<file path="src/rtl/bsplit_pkg.sv">
package bsplit_pkg;
  localparam int unsigned BND_W = 6; // holds the largest burst length, 32

  typedef logic [2:0] blen_code_t;
  typedef logic [1:0] mw_code_t;
  typedef logic [2:0] size_code_t;

  function automatic logic blen_is_cont(blen_code_t c);
    return c > 3'd5;
  endfunction

  function automatic logic [BND_W-1:0] blen_beats(blen_code_t c);
    return BND_W'(1) << c;
  endfunction
endpackage

</file>
<file path="src/rtl/bsplit_cfg_sel.sv">
module bsplit_cfg_sel
  import bsplit_pkg::*;
#(
  parameter int unsigned NUM_CHIPS = 4,
  parameter int unsigned CHIP_W    = 2
) (
  input  logic [CHIP_W-1:0]      chip_i,
  input  logic [NUM_CHIPS*3-1:0] blen_i,
  input  logic [NUM_CHIPS-1:0]   align_i,
  input  logic [NUM_CHIPS*2-1:0] mw_i,
  output blen_code_t             blen_o,
  output logic                   align_o,
  output mw_code_t               mw_o
);
  blen_code_t blen_arr [NUM_CHIPS];
  mw_code_t   mw_arr   [NUM_CHIPS];

  for (genvar g = 0; g < NUM_CHIPS; g++) begin : g_unpack
    assign blen_arr[g] = blen_i[g*3 +: 3];
    assign mw_arr[g]   = mw_i[g*2 +: 2];
  end

  always_comb begin
    blen_o  = '0;
    align_o = 1'b0;
    mw_o    = '0;
    for (int i = 0; i < NUM_CHIPS; i++) begin
      if (32'(chip_i) == 32'(i)) begin
        blen_o  = blen_arr[i];
        align_o = align_i[i];
        mw_o    = mw_arr[i];
      end
    end
  end
endmodule

</file>
<file path="src/rtl/bsplit_ceiling.sv">
module bsplit_ceiling
  import bsplit_pkg::*;
#(
  parameter int unsigned RFIFO_DEPTH = 16,
  parameter int unsigned WFIFO_DEPTH = 16,
  parameter int unsigned BEAT_W      = 16
) (
  input  logic              write_i,
  input  size_code_t        size_i,
  input  mw_code_t          mw_i,
  output logic [BEAT_W-1:0] ceil_o
);
  localparam logic [BEAT_W-1:0] RdCeil = BEAT_W'(RFIFO_DEPTH);
  localparam logic [BEAT_W-1:0] WrBase = BEAT_W'(WFIFO_DEPTH);

  logic [BEAT_W-1:0] wr_bytes, wr_beats;

  always_comb begin
    wr_bytes = WrBase << size_i;
    wr_beats = wr_bytes >> mw_i;
    if (wr_beats == '0) wr_beats = BEAT_W'(1);
    ceil_o = write_i ? wr_beats : RdCeil;
  end
endmodule

</file>
<file path="src/rtl/bsplit_chunk.sv">
module bsplit_chunk
  import bsplit_pkg::*;
#(
  parameter int unsigned BEAT_W = 16
) (
  input  logic [BEAT_W-1:0] remain_i,
  input  logic [BND_W-1:0]  addr_lsb_i,
  input  blen_code_t        blen_i,
  input  logic              align_i,
  input  logic [BEAT_W-1:0] ceil_i,
  output logic [BEAT_W-1:0] chunk_o
);
  logic [BEAT_W-1:0] lim;
  logic [BND_W-1:0]  span;
  logic [BND_W-1:0]  bl;

  always_comb begin
    bl   = blen_beats(blen_i);
    span = bl;
    lim  = remain_i;
    if (ceil_i < lim) lim = ceil_i;
    if (!blen_is_cont(blen_i)) begin
      // distance to next boundary; power-of-two length makes mod a mask
      if (align_i) span = bl - (addr_lsb_i & (bl - BND_W'(1)));
      if (BEAT_W'(span) < lim) lim = BEAT_W'(span);
    end
    chunk_o = lim;
  end
endmodule

</file>
<file path="src/rtl/bsplit_seq.sv">
module bsplit_seq
  import bsplit_pkg::*;
#(
  parameter int unsigned ADDR_W = 32,
  parameter int unsigned BEAT_W = 16,
  parameter int unsigned CHIP_W = 2
) (
  input  logic              clk_i,
  input  logic              rst_ni,
  input  logic              load_i,
  input  logic [ADDR_W-1:0] word_addr_i,
  input  logic [BEAT_W-1:0] total_i,
  input  blen_code_t        blen_i,
  input  logic              align_i,
  input  logic [BEAT_W-1:0] ceil_i,
  input  logic              write_i,
  input  logic [CHIP_W-1:0] chip_i,
  input  logic              fire_i,
  input  logic [BEAT_W-1:0] chunk_i,
  output logic              busy_o,
  output logic [ADDR_W-1:0] addr_o,
  output logic [BEAT_W-1:0] remain_o,
  output blen_code_t        blen_o,
  output logic              align_o,
  output logic [BEAT_W-1:0] ceil_o,
  output logic              write_o,
  output logic [CHIP_W-1:0] chip_o
);
  always_ff @(posedge clk_i or negedge rst_ni) begin
    if (!rst_ni) begin
      busy_o   <= 1'b0;
      addr_o   <= '0;
      remain_o <= '0;
      blen_o   <= '0;
      align_o  <= 1'b0;
      ceil_o   <= '0;
      write_o  <= 1'b0;
      chip_o   <= '0;
    end else if (load_i) begin
      busy_o   <= 1'b1;
      addr_o   <= word_addr_i;
      remain_o <= total_i;
      blen_o   <= blen_i;
      align_o  <= align_i;
      ceil_o   <= ceil_i;
      write_o  <= write_i;
      chip_o   <= chip_i;
    end else if (fire_i) begin
      addr_o   <= addr_o + ADDR_W'(chunk_i);
      remain_o <= remain_o - chunk_i;
      if (remain_o == chunk_i) busy_o <= 1'b0;
    end
  end


  chunk_fits_remain_chk: assert property (@(posedge clk_i) disable iff (!rst_ni)
    busy_o |-> (chunk_i != '0) && (chunk_i <= remain_o));
endmodule

</file>
<file path="src/rtl/mem_burst_splitter.sv">
module mem_burst_splitter
  import bsplit_pkg::*;
#(
  parameter int unsigned NUM_CHIPS   = 4,
  parameter int unsigned ADDR_W      = 32,
  parameter int unsigned LEN_W       = 8,
  parameter int unsigned RFIFO_DEPTH = 16,
  parameter int unsigned WFIFO_DEPTH = 16,
  localparam int unsigned CHIP_W = (NUM_CHIPS > 1) ? $clog2(NUM_CHIPS) : 1,
  localparam int unsigned WA     = LEN_W + 8,
  localparam int unsigned WB     = $clog2(WFIFO_DEPTH + 1) + 7,
  localparam int unsigned WC     = $clog2(RFIFO_DEPTH + 1),
  localparam int unsigned WAB    = (WA > WB) ? WA : WB,
  localparam int unsigned BEAT_W = (WAB > WC) ? WAB : WC
) (
  input  logic                   clk_i,
  input  logic                   rst_ni,
  input  logic                   req_valid_i,
  output logic                   req_ready_o,
  input  logic [ADDR_W-1:0]      req_addr_i,
  input  logic [LEN_W-1:0]       req_len_i,
  input  logic [2:0]             req_size_i,
  input  logic                   req_write_i,
  input  logic [CHIP_W-1:0]      req_chip_i,
  input  logic [NUM_CHIPS*3-1:0] cfg_blen_i,
  input  logic [NUM_CHIPS-1:0]   cfg_align_i,
  input  logic [NUM_CHIPS*2-1:0] cfg_mw_i,
  output logic                   cmd_valid_o,
  input  logic                   cmd_ready_i,
  output logic [ADDR_W-1:0]      cmd_addr_o,
  output logic [BEAT_W-1:0]      cmd_beats_o,
  output logic                   cmd_write_o,
  output logic [CHIP_W-1:0]      cmd_chip_o
);
  blen_code_t        sel_blen, q_blen;
  logic              sel_align, q_align;
  mw_code_t          sel_mw;
  logic [BEAT_W-1:0] sel_ceil, q_ceil, q_remain, chunk;
  logic [BEAT_W-1:0] req_bytes, req_total;
  logic [ADDR_W-1:0] word_addr, q_addr;
  logic              busy, load, fire;

  bsplit_cfg_sel #(.NUM_CHIPS(NUM_CHIPS), .CHIP_W(CHIP_W)) u_cfg (
    .chip_i (req_chip_i),
    .blen_i (cfg_blen_i),
    .align_i(cfg_align_i),
    .mw_i   (cfg_mw_i),
    .blen_o (sel_blen),
    .align_o(sel_align),
    .mw_o   (sel_mw)
  );

  bsplit_ceiling #(.RFIFO_DEPTH(RFIFO_DEPTH), .WFIFO_DEPTH(WFIFO_DEPTH), .BEAT_W(BEAT_W)) u_ceil (
    .write_i(req_write_i),
    .size_i (req_size_i),
    .mw_i   (sel_mw),
    .ceil_o (sel_ceil)
  );

  always_comb begin
    req_bytes = (BEAT_W'(req_len_i) + BEAT_W'(1)) << req_size_i;
    req_total = req_bytes >> sel_mw;
    if (req_total == '0) req_total = BEAT_W'(1);
    word_addr = req_addr_i >> sel_mw;
  end

  assign req_ready_o = !busy;
  assign load        = req_valid_i && req_ready_o;
  assign fire        = cmd_valid_o && cmd_ready_i;

  bsplit_seq #(.ADDR_W(ADDR_W), .BEAT_W(BEAT_W), .CHIP_W(CHIP_W)) u_seq (
    .clk_i      (clk_i),
    .rst_ni     (rst_ni),
    .load_i     (load),
    .word_addr_i(word_addr),
    .total_i    (req_total),
    .blen_i     (sel_blen),
    .align_i    (sel_align),
    .ceil_i     (sel_ceil),
    .write_i    (req_write_i),
    .chip_i     (req_chip_i),
    .fire_i     (fire),
    .chunk_i    (chunk),
    .busy_o     (busy),
    .addr_o     (q_addr),
    .remain_o   (q_remain),
    .blen_o     (q_blen),
    .align_o    (q_align),
    .ceil_o     (q_ceil),
    .write_o    (cmd_write_o),
    .chip_o     (cmd_chip_o)
  );

  bsplit_chunk #(.BEAT_W(BEAT_W)) u_chunk (
    .remain_i  (q_remain),
    .addr_lsb_i(q_addr[BND_W-1:0]),
    .blen_i    (q_blen),
    .align_i   (q_align),
    .ceil_i    (q_ceil),
    .chunk_o   (chunk)
  );

  assign cmd_valid_o = busy;
  assign cmd_addr_o  = q_addr;
  assign cmd_beats_o = chunk;


  load_issues_chk: assert property (@(posedge clk_i) disable iff (!rst_ni)
    (req_valid_i && req_ready_o) |=> cmd_valid_o);


  cmd_hold_chk: assert property (@(posedge clk_i) disable iff (!rst_ni)
    (cmd_valid_o && !cmd_ready_i) |=> cmd_valid_o && $stable(cmd_addr_o)
      && $stable(cmd_beats_o) && $stable(cmd_write_o) && $stable(cmd_chip_o));


  addr_contig_chk: assert property (@(posedge clk_i) disable iff (!rst_ni)
    (cmd_valid_o && cmd_ready_i) |=> !cmd_valid_o
      || (cmd_addr_o == $past(cmd_addr_o) + ADDR_W'($past(cmd_beats_o))));


  blen_limit_chk: assert property (@(posedge clk_i) disable iff (!rst_ni)
    (cmd_valid_o && !blen_is_cont(q_blen)) |-> cmd_beats_o <= BEAT_W'(blen_beats(q_blen)));


  no_cross_chk: assert property (@(posedge clk_i) disable iff (!rst_ni)
    (cmd_valid_o && q_align && !blen_is_cont(q_blen)) |->
      (BEAT_W'(q_addr[BND_W-1:0] & (blen_beats(q_blen) - BND_W'(1))) + cmd_beats_o)
        <= BEAT_W'(blen_beats(q_blen)));


  rd_ceiling_chk: assert property (@(posedge clk_i) disable iff (!rst_ni)
    (cmd_valid_o && !cmd_write_o) |-> cmd_beats_o <= BEAT_W'(RFIFO_DEPTH));


  wr_ceiling_chk: assert property (@(posedge clk_i) disable iff (!rst_ni)
    (cmd_valid_o && cmd_write_o) |-> cmd_beats_o <= q_ceil);
endmodule

</file>
<file path="config.mk">
export PLATFORM = sky130hd
export DESIGN_NAME = mem_burst_splitter
export DESIGN_NICKNAME = d
export VERILOG_FILES = /design/src/rtl/bsplit_pkg.sv /design/src/rtl/bsplit_cfg_sel.sv /design/src/rtl/bsplit_ceiling.sv /design/src/rtl/bsplit_chunk.sv /design/src/rtl/bsplit_seq.sv /design/src/rtl/mem_burst_splitter.sv
export SDC_FILE = /design/constraint.sdc
export NUM_CORES = 1
export LEC_CHECK = 0
export ABC_CLOCK_PERIOD_IN_PS = 13500
export BUFFER_PORTS_ARGS = -buffer_cell sky130_fd_sc_hd__buf_2
export CORE_MARGIN = 5
export CORE_UTILIZATION = 63
export DETAILED_ROUTE_END_ITERATION = 16
export PLACE_DENSITY = 0.95
export SYNTH_ARGS = -nofsm -noshare
export SYNTH_HDL_FRONTEND = slang
export SYNTH_SLANG_ARGS = --single-unit
</file>
<file path="constraint.sdc">
create_clock -name clk_i -period 13.5 [get_ports clk_i]
set_clock_uncertainty 0.2 [all_clocks]
set_input_delay 0.675 -clock clk_i [delete_from_list [all_inputs] [get_ports clk_i]]
set_output_delay 0.675 -clock clk_i [all_outputs]
set_load 0.01 [all_outputs]
</file>
==> results_dict.tcl <==
set metrics [dict create \
    fin_crit_sh 0.531 \
    r2r_end "u_seq.addr_o[22]$_DFFE_PN0P_" \
    seq_area_frac_synth 0.226 \
    ctsHoldBuffers 0 \
    startpoint_type "flop" \
    gp_congestion 0.970 \
    power.density_mw_per_mm2 175 \
    yosysMostFrequentCell "nand2_1" \
    relSlewSlack 0.291 \
    grt_first_pass_wirelength_um 36100 \
    remaining_drc_errors 0 \
    final_util 0.710 \
    maxCapViolations 0 \
    r2r-start "u_seq.remain_o[9]$_DFFE_PN0P_" \
    synth_cell_types 76 \
    drtPass1Iterations 7 \
    cpMostUsedCell "a21oi_1" \
    cts_tree "yes" \
    antenna_found_initial 0 \
    critPathMaxFanout 27 \
    async_flop_share 1.00 \
    final-max-slew-violation-count 0 \
    vias_per_cell 6.49 \
    numCtsBuffers 9 \
    period_minus_slack_ns 7.17 \
    cts_setup_buffers 0 \
    worstHoldPathType "flop to flop" \
    crit_path_top_delay_cell "a31oi_2" \
    track_usage 0.301 \
    muxShareOfSynthArea 0.103 \
    drive_above_1_share 0.162 \
    rows 40 \
    antennaDiodeCount 0 \
    rsz0062_at_grt "no" \
    status "finished clean" \
    crit_end "u_seq.addr_o[22]$_DFFE_PN0P_" \
    met1_length_um 8910 \
    reg2reg_slack_ns 6.33 \
    leakagePower_nw 3.99 \
    critical-path-max-stage-delay_ns 0.82 \
    area_growth_pct 11.8 \
    synth.avg_cell_area_um2 7.49 \
    vdd_drop_max_mv 0.114 \
    max_freq_mhz 139 \
    clk-insertion-delay-late_ns 0.34 \
    reg2regPathDepth 29 \
    yosys.area_share.simple 0.234 \
    yosysTopAreaCellShare 0.226 \
    grt_max_degree 81 \
    h-tree-depth 3 \
    finalSetupViolations 0 \
    antenna_left 0 \
    synth_top_area_cell "dfrtp_1" \
    synth-edff-count 0 \
    wl_met2_um 10400 \
    final_nets 1216 \
    regArea_mm2 0.00170 \
    clk_path_buf_depth 2 \
    syn-cell-area_mm2 0.00753 \
    start_util 0.635 \
    grt_overflow_total 0 \
    fill_cells 901 \
    tns_ns 0 \
    grt_pass1_vias 7449 \
    die_y_um 119 \
    io_pins 127 \
    synth.area.top_cells "dfrtp_1 (23%), ha_1 (8.5%), nand2_1 (8.3%)" \
    vias 8059 \
    clockRootBuffer "clkbuf_16" \
    met3_length_um 2000 \
    synth-xor-area-share 0.0430 \
    synthFlopType "dfrtp_1" \
    multi_input_area_mm2 0.00545 \
    hpwlAfterDp_um 16400 \
    cp-startpoint "u_seq.remain_o[9]$_DFFE_PN0P_" \
    synth-compound-area-share 0.245 \
    synth-seq-cells 68 \
    portBuffers 122 \
    synthAdderAreaFrac 0.0901 \
    cts_sinks 68 \
    maxUsedRoutingLayer "met4" \
    drt-initial-drc-count 868 \
    avgRoutedWirePerCell_um 17.7 \
    cp-end-kind "flop" \
    clkTransAtPathRegs_ns 0.07 \
    die_area_mm2 0.0142 \
    finalHoldViolCount 0 \
    critical_path_class "flop to flop" \
    wl_um 22000 \
    die_x_um 119 \
    cts.repair.resized 0 \
    critPathRequiredTime_ns 13.48 \
    arrival_ns 7.15 \
    synth_common_cells "nand2_1 (167), a21oi_1 (104), nor2_1 (83), dfrtp_1 (68), o21ai_0 (60)" \
    whs_path_depth 2 \
    ys_warn_count 0 \
    synth_top_family_by_area "compound AO/OA/AOI/OAI gates" \
    syn_inst 1005 \
    core_area_mm2 0.0119 \
    worstMarginPinSlew_ns 1.06 \
]
layer usage:
layer  track usage  vias to the layer above
li1              -                     3800
met1         0.403                     3740
met2         0.493                      443
met3        0.0532                       76
met4        0.0995                        0
met5             0                        -
flip-flops by register name, summed over array words and instances (netlist names):
register        flops
u_seq.addr_o       32
u_seq.remain_o     16
u_seq.ceil_o       12
u_seq.blen_o        3
u_seq.chip_o        2
u_seq.align_o       1
u_seq.busy_o        1
u_seq.write_o       1
worst min path at each step:
| stage | from | end | slack, ns |
|---|---|---|---|
| after floorplan | rst_ni | u_seq.addr_o[0]$_DFFE_PN0P_ | 0.18 |
| after global placement | u_seq.chip_o[0]$_DFFE_PN0P_ | u_seq.chip_o[0]$_DFFE_PN0P_ | 0.26 |
| after detailed placement | u_seq.chip_o[1]$_DFFE_PN0P_ | u_seq.chip_o[1]$_DFFE_PN0P_ | 0.26 |
| after CTS | u_seq.chip_o[1]$_DFFE_PN0P_ | u_seq.chip_o[1]$_DFFE_PN0P_ | 0.28 |
| after global routing | u_seq.chip_o[0]$_DFFE_PN0P_ | u_seq.chip_o[0]$_DFFE_PN0P_ | 0.31 |
| final | u_seq.chip_o[1]$_DFFE_PN0P_ | u_seq.chip_o[1]$_DFFE_PN0P_ | 0.27 |
area by class of cell:
class	count	area share
Sequential cell	68	0.202
Inverter	38	0.0169
Multi-Input combinational cell	843	0.647
Tap cell	147	0.0218
Clock buffer	9	0.0268
Timing Repair Buffer	129	0.0788
Clock inverter	7	0.00609
per-stage QoR:
step / cell area [um2] / setup WS (ns) / total power, mW / std cells / hold WS [ns]
floorplan: 7560 / 7.21 / 0.999 / 1014 / 0.179
CTS: 8420 / 6.47 / 1.46 / 1241 / 0.277
finish: 8420 / 6.33 / 1.47 / 1241 / 0.272
detailed placement: 8140 / 6.47 / 1.23 / 1225 / 0.262
global placement: 8140 / 6.76 / 1.19 / 1225 / 0.256
global route: 8420 / 5.80 / 1.59 / 1241 / 0.309
cells by family (layout without fill, tap and decap cells):
group / count (synthesis) / count (layout)
AO/OA/AOI/OAI: 292 / 292
XOR/XNOR: 37 / 37
adder cells (fa/ha/maj): 53 / 53
buffers and inverters: 103 / 183
flip-flops: 68 / 68
multiplexers: 67 / 67
other: 2 / 11
AND/OR/NAND/NOR: 383 / 383
critical path: cells and delay by family (launching register included):
kind	cells	cell delay, ns
muxes	1	0.32
xor gates and xnor gates	1	0.18
and+or+nand+nor	6	0.55
buffers and inverters	2	0.42
DFF	1	0.40
adders and majority gates	3	0.88
AOI/OAI and AO/OA	16	4.05
power breakdown:
group	switching, mW	internal (mW)
clock	0.0969	0.125
combinational	0.514	0.388
sequential	0.0806	0.270
total	0.691	0.783
cell usage in the layout (no fill, tap or decap), drive strengths merged, types with 15 or more instances in the layout:
cell	n
buf	129
dfrtp	68
nand3	29
nor3	17
o21ai	63
xnor2	25
ha	51
a211oi	15
nand2	167
nor2	83
mux2i	51
a21oi	104
inv	40
(Power assumes the default switching activity.)
